**config.mk**
```make
export PLATFORM = sky130hd
export DESIGN_NAME = modsub_engine
export DESIGN_NICKNAME = d
export VERILOG_FILES = /design/src/rtl/modsub_pkg.sv /design/src/rtl/modsub_addr_seq.sv /design/src/rtl/modsub_word_alu.sv /design/src/rtl/modsub_engine.sv
export SDC_FILE = /design/constraint.sdc
export NUM_CORES = 1
export LEC_CHECK = 0
export BUFFER_PORTS_ARGS = -buffer_cell sky130_fd_sc_hd__buf_2
export CAP_MARGIN = 25
export CORE_ASPECT_RATIO = 1.25
export CORE_MARGIN = 2
export CORE_UTILIZATION = 50
export CTS_CLUSTER_DIAMETER = 100
export DETAILED_ROUTE_END_ITERATION = 8
export PLACE_DENSITY = 0.84
export SLEW_MARGIN = 0
export SYNTH_ARGS = -nofsm -noshare
export SYNTH_HDL_FRONTEND = slang
export SYNTH_HIERARCHICAL = 1
export SYNTH_SLANG_ARGS = --single-unit
export TNS_END_PERCENT = 1
```
**constraint.sdc**
```tcl
create_clock -name clk -period 8.6 [get_ports clk]
set_input_delay 2.58 -clock clk [delete_from_list [all_inputs] [get_ports clk]]
set_output_delay 2.58 -clock clk [all_outputs]
set_load 0.02 [all_outputs]
```
**src/rtl/modsub_pkg.sv**
```systemverilog
package modsub_pkg;

    typedef enum logic [1:0] {
        ST_IDLE = 2'd0,
        ST_SCAN = 2'd1,
        ST_FIX  = 2'd2
    } modsub_state_e;

endpackage

```
**src/rtl/modsub_addr_seq.sv**
```systemverilog
// Walks the word addresses once per launch and flags the cycle in which
// the synchronous RAM returns data for each issued address.
module modsub_addr_seq #(
    parameter int NUM_WORDS = 8,
    parameter int ADDR_W    = $clog2(NUM_WORDS)
) (
    input  logic              clk,
    input  logic              rst_n,
    input  logic              launch,
    output logic [ADDR_W-1:0] rd_addr,
    output logic              rsp_valid,
    output logic [ADDR_W-1:0] rsp_idx,
    output logic              rsp_last
);

    localparam logic [ADDR_W-1:0] LAST_IDX = ADDR_W'(NUM_WORDS - 1);

    logic              active_q;
    logic [ADDR_W-1:0] ptr_q;

    always_ff @(posedge clk) begin
        if (!rst_n) begin
            active_q  <= 1'b0;
            ptr_q     <= '0;
            rsp_valid <= 1'b0;
            rsp_idx   <= '0;
            rsp_last  <= 1'b0;
        end else begin
            if (launch) begin
                active_q <= 1'b1;
                ptr_q    <= '0;
            end else if (active_q) begin
                ptr_q <= ptr_q + 1'b1;
                if (ptr_q == LAST_IDX) begin
                    active_q <= 1'b0;
                end
            end
            // data for the address issued now arrives next cycle
            rsp_valid <= active_q;
            rsp_idx   <= ptr_q;
            rsp_last  <= active_q && (ptr_q == LAST_IDX);
        end
    end

    assign rd_addr = ptr_q;

    // responses come back in ascending address order without gaps
    a_r3_ascending: assert property (@(posedge clk) disable iff (!rst_n)
        (rsp_valid && !rsp_last) |=> (rsp_valid && rsp_idx == $past(rsp_idx) + 1'b1));

endmodule

```
**src/rtl/modsub_word_alu.sv**
```systemverilog
// One word of the subtract chain and the N add-back chain, with both
// chain bits held in registers between words.
module modsub_word_alu #(
    parameter int WORD_W = 32
) (
    input  logic              clk,
    input  logic              rst_n,
    input  logic              clear,
    input  logic              step,
    input  logic              add_n,
    input  logic [WORD_W-1:0] a_word,
    input  logic [WORD_W-1:0] b_word,
    input  logic [WORD_W-1:0] n_word,
    output logic [WORD_W-1:0] res_word,
    output logic              borrow_next
);

    logic              borrow_q;
    logic              carry_q;
    logic [WORD_W:0]   diff_ext;
    logic [WORD_W:0]   sum_ext;
    logic [WORD_W-1:0] addend;

    always_comb begin
        diff_ext    = {1'b0, a_word} - {1'b0, b_word} - {{WORD_W{1'b0}}, borrow_q};
        borrow_next = diff_ext[WORD_W];
        addend      = add_n ? n_word : '0;
        sum_ext     = {1'b0, diff_ext[WORD_W-1:0]} + {1'b0, addend}
                    + {{WORD_W{1'b0}}, carry_q};
        res_word    = sum_ext[WORD_W-1:0];
    end

    always_ff @(posedge clk) begin
        if (!rst_n || clear) begin
            borrow_q <= 1'b0;
            carry_q  <= 1'b0;
        end else if (step) begin
            borrow_q <= borrow_next;
            carry_q  <= sum_ext[WORD_W];
        end
    end

endmodule

```
**src/rtl/modsub_engine.sv**
```systemverilog
module modsub_engine
    import modsub_pkg::*;
#(
    parameter int WORD_W    = 32,
    parameter int NUM_WORDS = 8,
    parameter int ADDR_W    = $clog2(NUM_WORDS)
) (
    input  logic              clk,
    input  logic              rst_n,
    input  logic              start,
    output logic              ready,
    output logic [ADDR_W-1:0] ab_addr,
    output logic [ADDR_W-1:0] n_addr,
    input  logic [WORD_W-1:0] a_word,
    input  logic [WORD_W-1:0] b_word,
    input  logic [WORD_W-1:0] n_word,
    output logic [ADDR_W-1:0] d_addr,
    output logic              d_wren,
    output logic [WORD_W-1:0] d_word
);

    localparam logic [ADDR_W-1:0] LAST_IDX = ADDR_W'(NUM_WORDS - 1);

    modsub_state_e     state_q, state_d;
    logic              fix_q;
    logic              launch;
    logic              scan_end;
    logic [ADDR_W-1:0] rd_addr;
    logic              rsp_valid;
    logic [ADDR_W-1:0] rsp_idx;
    logic              rsp_last;
    logic [WORD_W-1:0] res_word;
    logic              borrow_next;

    assign scan_end = (state_q == ST_SCAN) && rsp_valid && rsp_last;
    assign launch   = ((state_q == ST_IDLE) && start) || scan_end;

    modsub_addr_seq #(.NUM_WORDS(NUM_WORDS), .ADDR_W(ADDR_W)) u_seq (
        .clk       (clk),
        .rst_n     (rst_n),
        .launch    (launch),
        .rd_addr   (rd_addr),
        .rsp_valid (rsp_valid),
        .rsp_idx   (rsp_idx),
        .rsp_last  (rsp_last)
    );

    modsub_word_alu #(.WORD_W(WORD_W)) u_alu (
        .clk         (clk),
        .rst_n       (rst_n),
        .clear       (launch),
        .step        (rsp_valid),
        .add_n       (fix_q && (state_q == ST_FIX)),
        .a_word      (a_word),
        .b_word      (b_word),
        .n_word      (n_word),
        .res_word    (res_word),
        .borrow_next (borrow_next)
    );

    // next state
    always_comb begin
        state_d = state_q;
        unique case (state_q)
            ST_IDLE: if (start) state_d = ST_SCAN;
            ST_SCAN: if (rsp_valid && rsp_last) state_d = ST_FIX;
            ST_FIX:  if (rsp_valid && rsp_last) state_d = ST_IDLE;
            default: state_d = ST_IDLE;
        endcase
    end

    // state register and final-borrow latch
    always_ff @(posedge clk) begin
        if (!rst_n) begin
            state_q <= ST_IDLE;
            fix_q   <= 1'b0;
        end else begin
            state_q <= state_d;
            if (scan_end) begin
                fix_q <= borrow_next;
            end
        end
    end

    // outputs
    always_comb begin
        ready   = 1'b0;
        d_wren  = 1'b0;
        ab_addr = rd_addr;
        n_addr  = rd_addr;
        d_addr  = rsp_idx;
        d_word  = res_word;
        unique case (state_q)
            ST_IDLE: ready  = 1'b1;
            ST_SCAN: d_wren = 1'b0;
            ST_FIX:  d_wren = rsp_valid;
            default: ready  = 1'b0;
        endcase
    end

    // nothing is written while idle
    a_r5_idle_quiet: assert property (@(posedge clk) disable iff (!rst_n)
        ready |-> !d_wren);

    // an accepted start drops ready on the next clock
    a_r6_ready_drops: assert property (@(posedge clk) disable iff (!rst_n)
        (ready && start) |=> !ready);

    // the first write of an operation lands at address 0
    a_r3_first_write_zero: assert property (@(posedge clk) disable iff (!rst_n)
        $rose(d_wren) |-> (d_addr == '0));

    // the top word is the final write, ready follows
    a_r9_last_write_then_ready: assert property (@(posedge clk) disable iff (!rst_n)
        (d_wren && d_addr == LAST_IDX) |=> ready);

    // a busy start does not end the operation early
    a_r7_busy_start_ignored: assert property (@(posedge clk) disable iff (!rst_n)
        (!ready && start && !(d_wren && d_addr == LAST_IDX)) |=> !ready);

endmodule

```
Word-level counts from Yosys, hierarchy flattened:

Cells that the tools add are included.

* output and inout bits: 43
* flip-flop bits (word level): 14
* input bits: 99
* logic and storage cells: 43

* add/sub/neg operators: 5
* reduce and logical (&&, ||, !) cells: 12
* mux-type cells: 10
* eq/ne operators: 6
* bitwise gates (word level): 1

Operators with widths (number)
* 32-bit by 32-bit adder with 33-bit output: 1
* 33-bit by 1-bit adder with 33-bit output: 1
* 32-bit by 32-bit subtractor with 33-bit output: 1
* 33-bit by 1-bit subtractor with 33-bit output: 1
* 32-bit two-way mux: 1
* 1-bit logical AND: 6
* 2-bit two-way mux: 3
* 2-bit case mux with 3 select lines: 1
* 1-bit two-way mux: 5
* 2-bit by 1-bit != test with 1-bit output, second input constant: 2
* 3-bit by 1-bit adder with 3-bit output, second input constant: 1
* 3-bit == test, second input constant: 1
* 3-bit AND reduction: 1
* 2-bit by 1-bit == test with 1-bit output, second input constant: 1
* 2-bit == test, second input constant: 1
* 2-bit logical NOT: 1
* 1-bit logical OR: 2
* 2-bit != test, second input constant: 1
* 2-bit OR reduction: 1
* 1-bit logical NOT: 1
* 1-bit inverter: 1

Longest topological paths before layout:

* word-level depth: 5
* gate-level depth with buffers: 22
* depth with buffers taken out: 19

By module:

Netlist, hierarchy kept.

By module, submodules not included
* modsub_word_alu: instances 1, area an instance 4728.3 um^2, seq. area each 40.0 um^2, cells each 682
* modsub_addr_seq: instances 1, area an instance 317.8 um^2, seq. area each 180.2 um^2, cells each 26
* modsub_engine: instances 1, area an instance 180.2 um^2, seq. area each 60.1 um^2, cells each 22

Worst setup path before layout:

OpenSTA, ideal clock, no wires.

* path type: input port to output port
* from: input a_word[6]
* to: output d_word[30]
* slack: -258 ps
* path buffers: 1
* data arrival time: 6278 ps
* required time: 6020 ps
* stages: 19
* cells stage by stage: inv_1 ha_1 inv_1 ha_1 a2111oi_2 o211ai_2 a31oi_4 a31oi_4 a21o_1 a21oi_1 xnor2_1 ha_1 nand2_1 o21ai_0 a221oi_1 a21boi_1 or3b_2 and3_1 buf_4

* cells in the longest elaborated chain, start to end: 4

RTL lines
* start: declaration: RTL line modsub_engine.sv:14 `input logic [WORD_W-1:0] a_word,`
* 32-bit by 32-bit subtractor with 33-bit output: RTL line modsub_word_alu.sv:25 `diff_ext = {1'b0, a_word} - {1'b0, b_word} - {{WORD_W{1'b0}}, borrow_q};`
* 33-bit by 1-bit subtractor with 33-bit output: RTL line modsub_word_alu.sv:25
* 32-bit by 32-bit adder with 33-bit output: RTL line modsub_word_alu.sv:28 `sum_ext = {1'b0, diff_ext[WORD_W-1:0]} + {1'b0, addend}`
* 33-bit by 1-bit adder with 33-bit output: RTL line modsub_word_alu.sv:29 `+ {{WORD_W{1'b0}}, carry_q};`
* end: declaration: RTL line modsub_engine.sv:19 `output logic [WORD_W-1:0] d_word`

Every way passes these cells.

Worst setup path in the final report:

* from: input a_word[0]
* to: output d_word[29]

The elaborated chain is that of the path after synthesis.

==> flow_summary.ini <==
[critical_path]
worst_setup_path_end_kind = output pin
r2r_start = u_alu/borrow_q
critPathArrivalTime_ns = 6.55
crit_path_start = a_word[0]
critical_path_required_ns = 6.02
timing.critical_path.from_type = primary input
path_class = primary input to output pin
crit_path_max_fanout = 4
reg2reg_slack_ns = 4.46

[clock_network]
clock-sinks = 14
cts-buffers-inserted = 3
cts-htree-levels = 1
clkSlewWorstSetupHoldPaths_ns = 0.04
worstSkewPairLatency_ns = 0.25
cts_root_buf = sky130_fd_sc_hd__clkbuf_16
clk_path_buf_depth = 2
tritoncts_clock_tree = yes

[power_and_ir_drop]
power.density_cell_area_nw_per_um2 = 145
share_seq_of_total_power_pct = 6.5
design_power_total_mw = 1.07
net-switching-power_mw = 0.517
share_comb_of_total_power_pct = 85.4
ir_drop_mv = 0.0707
p_leak_nw = 4.02
cellInternalPower_mw = 0.557
netSwitchingFraction_pct = 48.1
p_clk_share_pct = 8.1

[yosys]
share_of_synthesized_cell_area_in_full_adder_half_adder_and_majority_cells_pct = 24.3
post_synth_net_total = 928
post_synth_and_or_nand_nor_area_fraction_pct = 19.7
post_synth.cell_area_avg_um2 = 7.16
portion_of_netlist_area_occupied_by_mux_cells_pct = 0.575
post_synth_xor_xnor_area_pct = 9.55
synth-seq-area-share_pct = 5.36
synthCells = 730
synth-compound-area-share_pct = 26.9
synth_enable_flop_cells = 0
syn_area_um2 = 5230
synth_top_family_by_area = compound AO/OA/AOI/OAI gates
synth-main-ff-cell = sky130_fd_sc_hd__dfxtp_1
synth_cell_types = 60
synth_warnings = 6
yosys_register_bits = 14
async_flop_share_pct = 0

[detailed_routing]
drt_iter0_drc = 331
drc_violations = 0
vias_per_cell = 5.48
antenna_violating_nets_post_route = 0
wire_per_inst_um = 14.2
postRouteWirelength_um = 15600
drt_pre_antenna_iters = 5
overall_via_count_from_detail_route = 6001

[timing]
post-route-worst-setup-slack_ns = -0.526
hold_violations = 0
hold-worst-slack_ns = 0.468
finalClockSkew_ns = 0.00374
min_period_ns = 9.13
grt_setup_unrepaired = yes
final_max_slew_viol_count = 0
slew_headroom_pct = 66.6
final_min_period_over_clock_period_pct = 106
final-setup-viol-count = 17
max_clock_freq_ghz = 0.110
worstMarginPinSlew_ns = 0.501

[placed_design]
post-place-cells = 1084
finalWeightedCongestion = 0.911
placed_cell_area_um2 = 6830
hpwlAfterDp_um = 12500
port_buffers = 141

[layout]
layout.cells.most_common_list = sky130_fd_sc_hd__buf_4 (147), sky130_fd_sc_hd__buf_2 (124), sky130_fd_sc_hd__inv_1 (105)
final_cell_count_no_fill = 1096
syn_to_final_growth_pct = 42.2
drive_gt1_share_pct = 38.5
nets = 1167
mostFrequentLayoutCell = sky130_fd_sc_hd__buf_4
final.fill_count = 742
layout.cell_area.non_filler_um2 = 7430
regArea_um2 = 280
multi_input_comb_area_um2 = 4680
antenna_cells_inserted = 0

[global_route]
first_global_vias = 5723
initial_antenna_violation_count = 0
globalRouteTotalUtil_pct = 25.5
grt_pass1_wl_um = 24100
pin_count_of_the_biggest_net_entering_global_routing = 33
global_route_overflow = 0

[run_status]
failed_checks = setup timing
run_status = finished with violations

[die]
initial_utilization_pct = 51.5
core_um2 = 10200
chipHeight_um = 118
num_io_pins = 142
die-area_um2 = 11300
die_w_um = 95.4
placement_rows = 41

[flow_run]
cap_violations = 0

[min_path]
worstHoldPathType = flip-flop to flip-flop
worst_hold_startpoint = fix_q
==> worst paths after layout <==
kind	end	cells after the start
worst min-delay path	fix_q	2
worst max-delay path	d_word[29]	20
worst max register to register	u_alu/carry_q	18
worst min register to register	fix_q	2
==> Yosys cell counts, types with 4 or more instances <==
| cell type | number | area [um2] |
|---|---|---|
| sky130_fd_sc_hd__o211ai_1 | 9 | 67.6 |
| sky130_fd_sc_hd__and3_1 | 12 | 75.1 |
| sky130_fd_sc_hd__o21a_1 | 11 | 82.6 |
| sky130_fd_sc_hd__ha_1 | 95 | 1190 |
| sky130_fd_sc_hd__nand3_1 | 9 | 45.0 |
| sky130_fd_sc_hd__xnor2_1 | 39 | 342 |
| sky130_fd_sc_hd__a221oi_1 | 5 | 43.8 |
| sky130_fd_sc_hd__nand2b_1 | 7 | 43.8 |
| sky130_fd_sc_hd__o21bai_1 | 5 | 37.5 |
| sky130_fd_sc_hd__a41oi_1 | 4 | 35.0 |
| sky130_fd_sc_hd__dfxtp_1 | 14 | 280 |
| sky130_fd_sc_hd__and4_1 | 4 | 35.0 |
| sky130_fd_sc_hd__xor2_1 | 18 | 158 |
| sky130_fd_sc_hd__nor2b_1 | 8 | 50.1 |
| sky130_fd_sc_hd__a21oi_1 | 60 | 300 |
| sky130_fd_sc_hd__nand2_1 | 60 | 225 |
| sky130_fd_sc_hd__a21boi_0 | 5 | 37.5 |
| sky130_fd_sc_hd__a311oi_1 | 5 | 43.8 |
| sky130_fd_sc_hd__fa_1 | 4 | 80.1 |
| sky130_fd_sc_hd__a31oi_1 | 7 | 43.8 |
| sky130_fd_sc_hd__clkbuf_1 | 11 | 41.3 |
| sky130_fd_sc_hd__buf_4 | 35 | 263 |
| sky130_fd_sc_hd__and2_1 | 39 | 244 |
| sky130_fd_sc_hd__nor3_1 | 6 | 30.0 |
| sky130_fd_sc_hd__nand4_1 | 4 | 25.0 |
| sky130_fd_sc_hd__inv_1 | 106 | 398 |
| sky130_fd_sc_hd__nor2_1 | 32 | 120 |
| sky130_fd_sc_hd__a21o_1 | 28 | 210 |
| sky130_fd_sc_hd__o21ai_0 | 34 | 170 |
| sky130_fd_sc_hd__a211o_1 | 4 | 35.0 |
==> sequential cells by signal (all words and copies together) (netlist names) <==
signal           count
u_alu/borrow_q       1
u_seq/rsp_idx        3
u_seq/rd_addr        3
u_alu/carry_q        1
u_seq/rsp_valid      1
state_q              2
u_seq/active_q       1
fix_q                1
u_seq/rsp_last       1
==> metal layers <==
layer	up-vias	wire length (um)	track usage, %	part of all wire (%)
met4	0	379	7.68	2.4
li1	2980	-	-	-
met3	37	779	1.91	5.0
met2	205	8220	48.4	53
met1	2779	6200	29.5	40
met5	-	0	0	0
==> power groups by stage <==
stage | Clock [mW] | Sequential [mW] | Combinational (mW)
final | 0.0867 | 0.0699 | 0.918
after global routing | 0.0903 | 0.0702 | 0.989
after CTS | 0.0883 | 0.0698 | 0.868
after detailed placement | 0 | 0.0710 | 0.813
after global placement | 0 | 0.0708 | 0.795
after floorplan | 0 | 0.0709 | 0.573
==> area by class of cell <==
class,instances,share of cell area (%)
Timing Repair Buffer,281,24.7
Clock buffer,3,1.01
Sequential cell,14,3.77
Tap cell,129,2.17
Inverter,106,5.35
Multi-Input combinational cell,563,63.0
==> critical path, stage by stage <==
cell and delay, ns:
sky130_fd_sc_hd__buf_6 0.10, sky130_fd_sc_hd__fa_1 0.56, sky130_fd_sc_hd__inv_1 0.05, sky130_fd_sc_hd__ha_2 0.17, sky130_fd_sc_hd__o211ai_1 0.26, sky130_fd_sc_hd__o211ai_2 0.19, sky130_fd_sc_hd__a31oi_4 0.31, sky130_fd_sc_hd__a31oi_4 0.15
sky130_fd_sc_hd__a311oi_2 0.32, sky130_fd_sc_hd__buf_4 0.20, sky130_fd_sc_hd__xnor2_2 0.07, sky130_fd_sc_hd__ha_1 0.31, sky130_fd_sc_hd__buf_4 0.15, sky130_fd_sc_hd__a21oi_2 0.14, sky130_fd_sc_hd__o21ai_2 0.08, sky130_fd_sc_hd__nor4_2 0.27
sky130_fd_sc_hd__o21bai_1 0.12, sky130_fd_sc_hd__a41oi_2 0.19, sky130_fd_sc_hd__xnor2_1 0.16, sky130_fd_sc_hd__buf_4 0.18
==> repair_timing <==
item | 4_1_cts | 5_1_grt
resized for setup | 60 | 45
pin swaps | 34 | 35
endpoints found under the hold margin | 0 | 0
hold buffers | 0 | 0
setup endpoints to repair | 20 | 22
setup buffers | 5 | 5
==> cell families after synthesis <==
group,after synthesis
mux,3
fa+ha+maj,99
buf+inv,153
xor+xnor,57
compound gates,206
simple gates,198
flops,14
==> stage by stage <==
stage / worst slack [ns] / util, % / TNS [ns]
floorplan: -0.0594 / - / -0.201
global placement: -0.606 / 67.3 / -6.90
detailed placement: -0.636 / 67.3 / -8.38
CTS: -0.470 / 71.1 / -6.07
global route: -0.651 / 73.2 / -8.32
finish: -0.526 / 73.2 / -5.95
No activity file was read; power rests on OpenSTA's default activity.
